`src/rtl/fbdiv_pkg.sv`:
```
package fbdiv_pkg;

  // Prescaler counter width: the largest modulus is 32+1 = 33.
  localparam int unsigned PRE_W  = 6;
  localparam int unsigned PSEL_W = 3;

  typedef enum logic {
    PS_FIXED = 1'b0,
    PS_DUAL  = 1'b1
  } ps_mode_e;

  // Base modulus P for a given mode and select.
  function automatic logic [PRE_W-1:0] base_modulus(input ps_mode_e mode,
                                                    input logic [PSEL_W-1:0] sel);
    logic [PRE_W-1:0] p;
    if (mode == PS_DUAL) p = PRE_W'(2) << sel;
    else                 p = PRE_W'(sel) + PRE_W'(1);
    return p;
  endfunction

endpackage

```
`src/rtl/fbdiv_cfgchk.sv`:
```
module fbdiv_cfgchk
  import fbdiv_pkg::*;
#(
  parameter int unsigned A_W = 6,
  parameter int unsigned B_W = 13
) (
  input  ps_mode_e          mode,
  input  logic [PSEL_W-1:0] psel,
  input  logic [A_W-1:0]    a_val,
  input  logic [B_W-1:0]    b_val,
  input  logic              b_bypass,
  output logic              bad,
  output logic [PRE_W-1:0]  p_base,
  output logic [A_W-1:0]    a_load,
  output logic [B_W-1:0]    b_term
);

  localparam logic [PSEL_W-1:0] DUAL_SEL_MAX  = PSEL_W'(4);
  localparam logic [PSEL_W-1:0] FIXED_SEL_MAX = PSEL_W'(2);

  logic            sel_bad;
  logic            a_over_b;
  logic            b_zero;
  logic [B_W-1:0]  b_eff;

  always_comb begin
    sel_bad  = (mode == PS_DUAL) ? (psel > DUAL_SEL_MAX) : (psel > FIXED_SEL_MAX);
    a_over_b = (mode == PS_DUAL) && (B_W'(a_val) > b_val);
    b_zero   = !b_bypass && (b_val == '0);
    bad      = sel_bad || a_over_b || b_zero || (b_bypass && (mode == PS_DUAL));
    p_base   = base_modulus(mode, psel);
    // The swallow count only exists in dual-modulus mode.
    a_load   = (mode == PS_DUAL) ? a_val : '0;
    b_eff    = b_bypass ? B_W'(1) : b_val;
    b_term   = b_eff - B_W'(1);
  end

endmodule

```
`src/rtl/fbdiv_prescaler.sv`:
```
module fbdiv_prescaler
  import fbdiv_pkg::*;
(
  input  logic             clk,
  input  logic             rst_n,
  input  logic             en,
  input  logic [PRE_W-1:0] modulus,
  output logic             tick
);

  logic [PRE_W-1:0] cnt_q;
  logic [PRE_W-1:0] cnt_d;

  assign tick = en && (cnt_q == (modulus - PRE_W'(1)));

  always_comb begin
    if (!en)       cnt_d = '0;
    else if (tick) cnt_d = '0;
    else           cnt_d = cnt_q + PRE_W'(1);
  end

  always_ff @(posedge clk or negedge rst_n) begin
    if (!rst_n) cnt_q <= '0;
    else        cnt_q <= cnt_d;
  end

endmodule

```
`src/rtl/fbdiv_swallow.sv`:
```
module fbdiv_swallow #(
  parameter int unsigned A_W = 6
) (
  input  logic           clk,
  input  logic           rst_n,
  input  logic           en,
  input  logic           tick,
  input  logic           wrap,
  input  logic [A_W-1:0] load_val,
  output logic           active
);

  logic [A_W-1:0] rem_q;
  logic [A_W-1:0] rem_d;
  logic           rem_ce;

  assign active = (rem_q != '0);
  // The register updates while idle (reload) or on a prescaler tick.
  assign rem_ce = !en || tick;

  always_comb begin
    rem_d = rem_q;
    if (!en || wrap) rem_d = load_val;
    else if (active) rem_d = rem_q - A_W'(1);
  end

  always_ff @(posedge clk or negedge rst_n) begin
    if (!rst_n)      rem_q <= '0;
    else if (rem_ce) rem_q <= rem_d;
  end

endmodule

```
`src/rtl/fbdiv_bcount.sv`:
```
module fbdiv_bcount #(
  parameter int unsigned B_W = 13
) (
  input  logic           clk,
  input  logic           rst_n,
  input  logic           en,
  input  logic           tick,
  input  logic [B_W-1:0] term,
  output logic           wrap,
  output logic           pulse
);

  logic [B_W-1:0] cnt_q;
  logic [B_W-1:0] cnt_d;
  logic           cnt_ce;
  logic           pulse_d;

  assign wrap   = tick && (cnt_q == term);
  assign cnt_ce = !en || tick;

  always_comb begin
    if (!en || wrap) cnt_d = '0;
    else             cnt_d = cnt_q + B_W'(1);
    pulse_d = en && wrap;
  end

  always_ff @(posedge clk or negedge rst_n) begin
    if (!rst_n)      cnt_q <= '0;
    else if (cnt_ce) cnt_q <= cnt_d;
  end

  always_ff @(posedge clk or negedge rst_n) begin
    if (!rst_n) pulse <= 1'b0;
    else        pulse <= pulse_d;
  end

endmodule

```
`src/rtl/dm_fb_divider.sv`:
```
module dm_fb_divider
  import fbdiv_pkg::*;
#(
  parameter int unsigned A_W         = 6,
  parameter int unsigned B_W         = 13,
  parameter int unsigned SYNC_STAGES = 2
) (
  input  logic              clk_vco,
  input  logic              rst_n,
  input  logic              cnt_rst,
  input  logic              cfg_mode,
  input  logic [PSEL_W-1:0] cfg_psel,
  input  logic [A_W-1:0]    cfg_a,
  input  logic [B_W-1:0]    cfg_b,
  input  logic              cfg_bbyp,
  output logic              fb_pulse,
  output logic              cfg_err
);

  logic [SYNC_STAGES-1:0] rst_sync_q;
  logic                   rst_int_n;
  logic                   run;
  ps_mode_e               mode;
  logic [PRE_W-1:0]       p_base;
  logic [PRE_W-1:0]       modulus;
  logic [A_W-1:0]         a_load;
  logic [B_W-1:0]         b_term;
  logic                   pre_tick;
  logic                   b_wrap;
  logic                   swallow_on;

  // Reset asserts at once and releases after SYNC_STAGES clock edges.
  always_ff @(posedge clk_vco or negedge rst_n) begin
    if (!rst_n) rst_sync_q <= '0;
    else        rst_sync_q <= {rst_sync_q[SYNC_STAGES-2:0], 1'b1};
  end
  assign rst_int_n = rst_sync_q[SYNC_STAGES-1];

  assign mode = ps_mode_e'(cfg_mode);
  assign run  = !cnt_rst && !cfg_err;

  fbdiv_cfgchk #(.A_W(A_W), .B_W(B_W)) u_cfg (
    .mode     (mode),
    .psel     (cfg_psel),
    .a_val    (cfg_a),
    .b_val    (cfg_b),
    .b_bypass (cfg_bbyp),
    .bad      (cfg_err),
    .p_base   (p_base),
    .a_load   (a_load),
    .b_term   (b_term)
  );

  // While swallow periods remain, the prescaler divides by P+1.
  assign modulus = p_base + PRE_W'(swallow_on);

  fbdiv_prescaler u_pre (
    .clk     (clk_vco),
    .rst_n   (rst_int_n),
    .en      (run),
    .modulus (modulus),
    .tick    (pre_tick)
  );

  fbdiv_swallow #(.A_W(A_W)) u_swl (
    .clk      (clk_vco),
    .rst_n    (rst_int_n),
    .en       (run),
    .tick     (pre_tick),
    .wrap     (b_wrap),
    .load_val (a_load),
    .active   (swallow_on)
  );

  fbdiv_bcount #(.B_W(B_W)) u_bcnt (
    .clk   (clk_vco),
    .rst_n (rst_int_n),
    .en    (run),
    .tick  (pre_tick),
    .term  (b_term),
    .wrap  (b_wrap),
    .pulse (fb_pulse)
  );

endmodule

```
`config.mk`:
```
export PLATFORM = sky130hd
export DESIGN_NAME = dm_fb_divider
export DESIGN_NICKNAME = d
export VERILOG_FILES = /design/src/rtl/fbdiv_pkg.sv /design/src/rtl/fbdiv_cfgchk.sv /design/src/rtl/fbdiv_prescaler.sv /design/src/rtl/fbdiv_swallow.sv /design/src/rtl/fbdiv_bcount.sv /design/src/rtl/dm_fb_divider.sv
export SDC_FILE = /design/constraint.sdc
export NUM_CORES = 1
export LEC_CHECK = 0
export BUFFER_PORTS_ARGS = -buffer_cell sky130_fd_sc_hd__clkbuf_2
export CAP_MARGIN = 40
export CORE_AREA = 4 4 93 95
export DETAILED_ROUTE_END_ITERATION = 10
export DIE_AREA = 0 0 97 99
export PLACE_DENSITY = 0.68
export SYNTH_ARGS = -nofsm -noshare
export SYNTH_HDL_FRONTEND = slang
export SYNTH_SLANG_ARGS = --single-unit
```
`constraint.sdc`:
```
create_clock -name clk_vco -period 2 [get_ports clk_vco]
set_clock_uncertainty 0.1 [all_clocks]
set_input_delay 0.4 -clock clk_vco [delete_from_list [all_inputs] [get_ports clk_vco]]
set_output_delay 0.4 -clock clk_vco [all_outputs]
set_load 0.03 [all_outputs]
```
**Word-level counts from Yosys, hierarchy flattened**

Cells that the tools add are included.

- Bits of input ports: 27
- Bits in registers: 28
- Logic and storage cells: 47
- Output and inout port bits: 2

- Magnitude comparators: 3
- Muxes and demuxes: 9
- Reductions and logical operators: 20
- Equality and inequality tests: 2
- Add/sub/neg operators: 7
- Shift-type cells: 1

Operator list:

| kind | number |
|---|---|
| 2-to-1 mux 6 bit | 6 |
| 2-to-1 mux 13 bit | 2 |
| adder 13 x 1 -> 13 bit, second input constant | 1 |
| equality test 13 bit | 1 |
| greater-than comparator 6 x 13 -> 1 bit | 1 |
| zero test 13 bit | 1 |
| subtractor 13 x 1 -> 13 bit, second input constant | 1 |
| subtractor 6 x 1 -> 6 bit, second input constant | 2 |
| logical AND 1 bit | 7 |
| adder 6 x 1 -> 6 bit | 1 |
| adder 6 x 1 -> 6 bit, second input constant | 1 |
| equality test 6 bit | 1 |
| nonzero test 6 bit | 1 |
| << shifter 2 x 3 -> 6 bit, first input constant | 1 |
| logical OR 1 bit | 5 |
| adder 3 x 1 -> 4 bit, second input constant | 1 |
| zero test 1 bit | 4 |
| greater-than comparator 3 x 2 -> 1 bit, second input constant | 1 |
| greater-than comparator 3 bit, second input constant | 1 |
| AND reduction 2 bit | 1 |
| nonzero test 2 bit | 1 |
| 2-to-1 mux 1 bit | 1 |

**Depth between registers and ports, before layout**

- Depth after elaboration: 12
- Gate-level depth with buffers: 15
- Gate-level depth less buffers: 14

**By module**

A second synthesis with hierarchy kept.

- Cell total of the unflattened synthesis: 301
- Area total of the unflattened synthesis: 2687.6 um^2

By module, submodules not included:

| module | sequential area each (um^2) | cells each | area an instance (um^2) | instances |
|---|---|---|---|---|
| fbdiv_bcount | 350.3 | 93 | 935.9 | 1 |
| fbdiv_cfgchk | 0.0 | 104 | 705.7 | 1 |
| fbdiv_prescaler | 150.1 | 42 | 461.7 | 1 |
| fbdiv_swallow | 150.1 | 49 | 440.4 | 1 |
| dm_fb_divider | 50.0 | 13 | 143.9 | 1 |

**Worst setup path after synthesis**

Ideal clock, no wire load.

- Path kind: in2reg
- Start point: input cfg_bbyp
- End point: register u_swl.rem_q[1]
- Data arrival time: 3.283 ns
- Cell stages on the path: 14
- Setup slack: -1.463 ns
- Data required time: 1.821 ns
- Buffers on the path: 4
- Library setup time: 0.079 ns
- Path through: buf_6 buf_2 buf_2 nor2_1 ha_1 or3b_2 o31ai_2 o221ai_1 nor3_1 nand2_1 or4_4 o21bai_4 buf_8 mux2i_1

- Cells in the longest elaborated chain, start to end: 11
- Elaborated cells between the ends (all ways): 18
- Classes of those cells: add/sub (1); eq/ne (1); mux (2); reduce/logical (14)

RTL lines:

| item | RTL line | source |
|---|---|---|
| from (decl) | dm_fb_divider.sv:15 | `input logic cfg_bbyp,` |
| parallel branches: the longest is 11 deep, another holds subtractor 13 x 1 -> 13 bit | - |  |
| to (signal assigned) | fbdiv_swallow.sv:29 | `else if (rem_ce) rem_q <= rem_d;` |
| to (decl) | fbdiv_swallow.sv:13 | `logic [A_W-1:0] rem_q;` |

Several ways; the timed one is not identified.
A chain may end at the register's enable or synchronous reset.

**Worst setup path in the final report**

- Start point: register u_swl.rem_q[3]
- End point: register u_bcnt.cnt_q[3]

- Cells in the longest elaborated chain, start to end: 8
- Elaborated cells between the ends (all ways): 9
- Classes of those cells: add/sub (2); eq/ne (1); mux (1); reduce/logical (5)

RTL lines:

| item | RTL line | source |
|---|---|---|
| nonzero test 6 bit * | fbdiv_swallow.sv:17 | `assign active = (rem_q != '0);` |
| adder 6 x 1 -> 6 bit * | dm_fb_divider.sv:55 | `assign modulus = p_base + PRE_W'(swallow_on);` |
| subtractor 6 x 1 -> 6 bit * | fbdiv_prescaler.sv:14 | `assign tick = en && (cnt_q == (modulus - PRE_W'(1)));` |
| equality test 6 bit * | fbdiv_prescaler.sv:14 |  |
| logical AND 1 bit * | fbdiv_prescaler.sv:14 |  |
| logical AND 1 bit | fbdiv_bcount.sv:18 | `assign wrap = tick && (cnt_q == term);` |
| logical OR 1 bit | fbdiv_bcount.sv:22 | `if (!en \|\| wrap) cnt_d = '0;` |
| 2-to-1 mux 13 bit | fbdiv_bcount.sv:22 |  |
| to (signal assigned) | fbdiv_bcount.sv:29 | `else if (cnt_ce) cnt_q <= cnt_d;` |
| to (decl) | fbdiv_bcount.sv:13 | `logic [B_W-1:0] cnt_q;` |

Mark *: on every way between the ends. The rest lies on a longest branch, timed or not.

==> results_dict.tcl <==
set metrics [dict create \
    min_period_ns 3.06 \
    num_rows 32 \
    hold_viol 0 \
    area_growth_pct 63.6 \
    clock_path_buffers 2 \
    drc 0 \
    async_reset_ff_share_pct 100 \
    hold_class "register to async pin" \
    grtUsageTotal_pct 21.3 \
    outcome "complete, but fails checks" \
    final.setup.worst_slack_ns -1.06 \
    synth_warnings 0 \
    cp_common_cell "o221ai_4" \
    grt_overflow 0 \
    fin_hold_ws_ns 0.136 \
    syn_area_sq_mm 0.00304 \
    synth_top_area_share_pct 23.1 \
    worst-path-buf-inv 2 \
    path_clk_slew_ns 0.10 \
    power.switching_w 0.000716 \
    p_sw_share_pct 33.7 \
    die_w_um 97 \
    slew_headroom_pct 52.5 \
    diodes 0 \
    ir_drop_v 0.000433 \
    p_seq_share_pct 28.1 \
    combPwrFrac_pct 50.5 \
    setup_violations 27 \
    final_nets 576 \
    grt_setup_unrepaired "yes" \
    cts_buffers 3 \
    critPathLaunchType "register" \
    syn_inst 376 \
    syn_area_per_cell_sq_um 8.08 \
    antenna_found_initial 0 \
    worstPathRequired_ns 2.12 \
    fin_crit_sh_pct 153 \
    synth_area_leaders "dfrtp_1 23%, ha_1 7.4%, xnor2_1 4.0%, nand2_1 4.0%, nor2_1 3.8%" \
    grt_max_degree 27 \
    gp_congestion 0.947 \
    final_area_sq_mm 0.00497 \
    ant_nets 0 \
    htree_num_levels 1 \
    routed_wl_mm 11.0 \
    ys_ff_latch 28 \
    cts_tree "done" \
    vias 3542 \
    critPathKind "register to register" \
    drive_gt1_share_pct 49.1 \
    netlist_top_cells_count "32 x nand2_1, 31 x nor2_1, 28 x dfrtp_1, 20 x inv_1, 19 x nand3_1" \
    drt_iter0_markers 154 \
    violations "negative setup slack" \
    post_drt_wl_per_cell_um 17.4 \
    worstPathArrival_ns 3.17 \
    clock_latency_ns 0.28 \
    drv_cap 0 \
    critPathMaxStageDelay_ns 0.56 \
    root_buffer "clkbuf_8" \
    initial_core_util_pct 39.3 \
    grt_pass1_vias 3489 \
    fmax_mhz 327 \
    die_y_um 99 \
    clock_power_share_pct 21.5 \
    cp_max_fo 6 \
    leakage_nw 2.20 \
    cts.sinks 28 \
    core_area_sq_mm 0.00773 \
    yosysUniqueCellTypes 74 \
    ys_seq_area_share_pct 23.1 \
    vias_per_cell 5.60 \
    yosysMostFrequentCell "nand2_1" \
    dieArea_sq_mm 0.00960 \
    portBuffers 28 \
    placed_cell_area_sq_mm 0.00421 \
    synth_largest_area_cell "dfrtp_1" \
    io_pins 29 \
    max_slew.worst_pin.slew_ns 0.708 \
    grt_first_pass_wirelength_mm 17.0 \
    synth_edf_count 0 \
    cp_slowest_cell "or4_4" \
    synth_ff_type "dfrtp_1" \
    hpwl_mm 7.33 \
    cp-end-kind "register" \
    drv_slew 0 \
    path_cells "nor3_2 -> nand3b_1 -> inv_2 -> ha_4 -> o221ai_4 -> or4_4 -> o41ai_4 -> buf_4 -> o221ai_4 -> or3_1 -> a21o_1 -> a21oi_2" \
    path_delay_family "simple AND/OR/NAND/NOR gates" \
    drt-pass1-iter-count 4 \
    power.internal_w 0.00141 \
    synthesis.nets 421 \
    power.density_mw_per_mm2 428 \
]
==> power by group through the flow <==
stage / Combinational, W / Clock (W) / Sequential (W)
after global placement: 0.000692 / 0 / 0.000605
after floorplan: 0.000424 / 0 / 0.000614
after global routing: 0.00115 / 0.000503 / 0.000599
after CTS: 0.000935 / 0.000466 / 0.000597
after detailed placement: 0.000715 / 0 / 0.000607
final: 0.00107 / 0.000456 / 0.000597
==> metrics by stage <==
step | util (%) | TNS [ns] | instances | setup WS (ns) | total power [W]
after floorplan | - | -24.82 | 376 | -1.19 | 0.00104
after global placement | 54.5 | -26.11 | 597 | -1.12 | 0.00130
after detailed placement | 54.5 | -27.61 | 597 | -1.21 | 0.00132
after CTS | 60.6 | -22.50 | 618 | -0.969 | 0.00200
after global routing | 64.4 | -28.78 | 632 | -1.19 | 0.00225
final | 64.4 | -25.44 | 632 | -1.06 | 0.00213
==> state kept, by name (all words and copies together), names as in the netlist <==
signal	flops
u_bcnt.pulse	1
u_pre.cnt_q	6
u_bcnt.cnt_q	13
rst_sync_q	2
u_swl.rem_q	6
==> worst paths after layout <==
check	from	to	slack (ns)	cells after the start
max	u_swl.rem_q[3]	u_bcnt.cnt_q[3]	-1.06	12
min	rst_sync_q[1]	u_bcnt.cnt_q[4]	0.14	1
max reg2reg	u_swl.rem_q[3]	u_bcnt.cnt_q[3]	-1.06	12
min reg2reg	rst_sync_q[1]	u_bcnt.cnt_q[4]	0.14	1
max in group asynchronous	rst_n	rst_sync_q[1]	1.38	2
min in group clk_vco	rst_sync_q[0]	rst_sync_q[1]	0.26	0
==> what timing repair did <==
action	4_1_cts	5_1_grt
gates resized for setup	49	44
endpoints found under the hold margin	2	0
pin swaps	34	28
setup endpoints to repair	27	27
setup buffers	16	15
cloned	1	0
hold buffers	1	0
==> cell families after synthesis <==
family,Yosys count,share of synthesized area (%)
compound gates,82,20.5
xor+xnor,27,7.78
fa+ha+maj,18,7.41
buf+inv,41,6.38
flops,28,23.1
mux,13,4.41
other cells,1,0.123
simple gates,166,30.3
==> cell type report <==
type,instances,area [sq um]
clock inverters,1,30.0
fillers,588,2750
clock buffers,3,41.3
multi-input cells,308,2590
inverters,21,96.3
well taps,102,128
flip-flops and latches,28,701
repair buffers,169,1390
==> per-layer routing <==
metal | GRT usage [%] | vias to the layer above | routed length, um
met4 | 7.02 | 0 | 330
met3 | 1.84 | 35 | 601
met2 | 36.5 | 146 | 5420
li1 | - | 1683 | -
met5 | 0 | - | 0
met1 | 28.3 | 1678 | 4670
==> cell usage in the layout (no fill, tap or decap), drive strengths merged, types with 4 or more instances in the layout <==
cell type    n
nand2b       4
o221ai       4
xor2        13
o211ai       5
nand2       32
a31oi        4
dfrtp       28
a21oi       14
xnor2       14
o21ai       17
or2          7
a21o         4
nor3b        6
nor2b        8
nand4        4
nand3b       8
buf        143
nor3        18
mux2i       10
or4          5
ha          18
nor2        31
clkbuf      28
inv         21
nand3       19
o31ai        7
or3          9
==> worst register-to-register path, delay by kind of cell (launching register included) <==
| kind | cells | cell delay (ns) |
|---|---|---|
| AND/OR/NAND/NOR | 4 | 1.34 |
| AO/OA/AOI/OAI | 5 | 0.65 |
| flip-flops | 1 | 0.40 |
| buffers and inverters | 2 | 0.33 |
| adder cells (fa/ha/maj) | 1 | 0.17 |
Power figures use the tool's default switching activity.
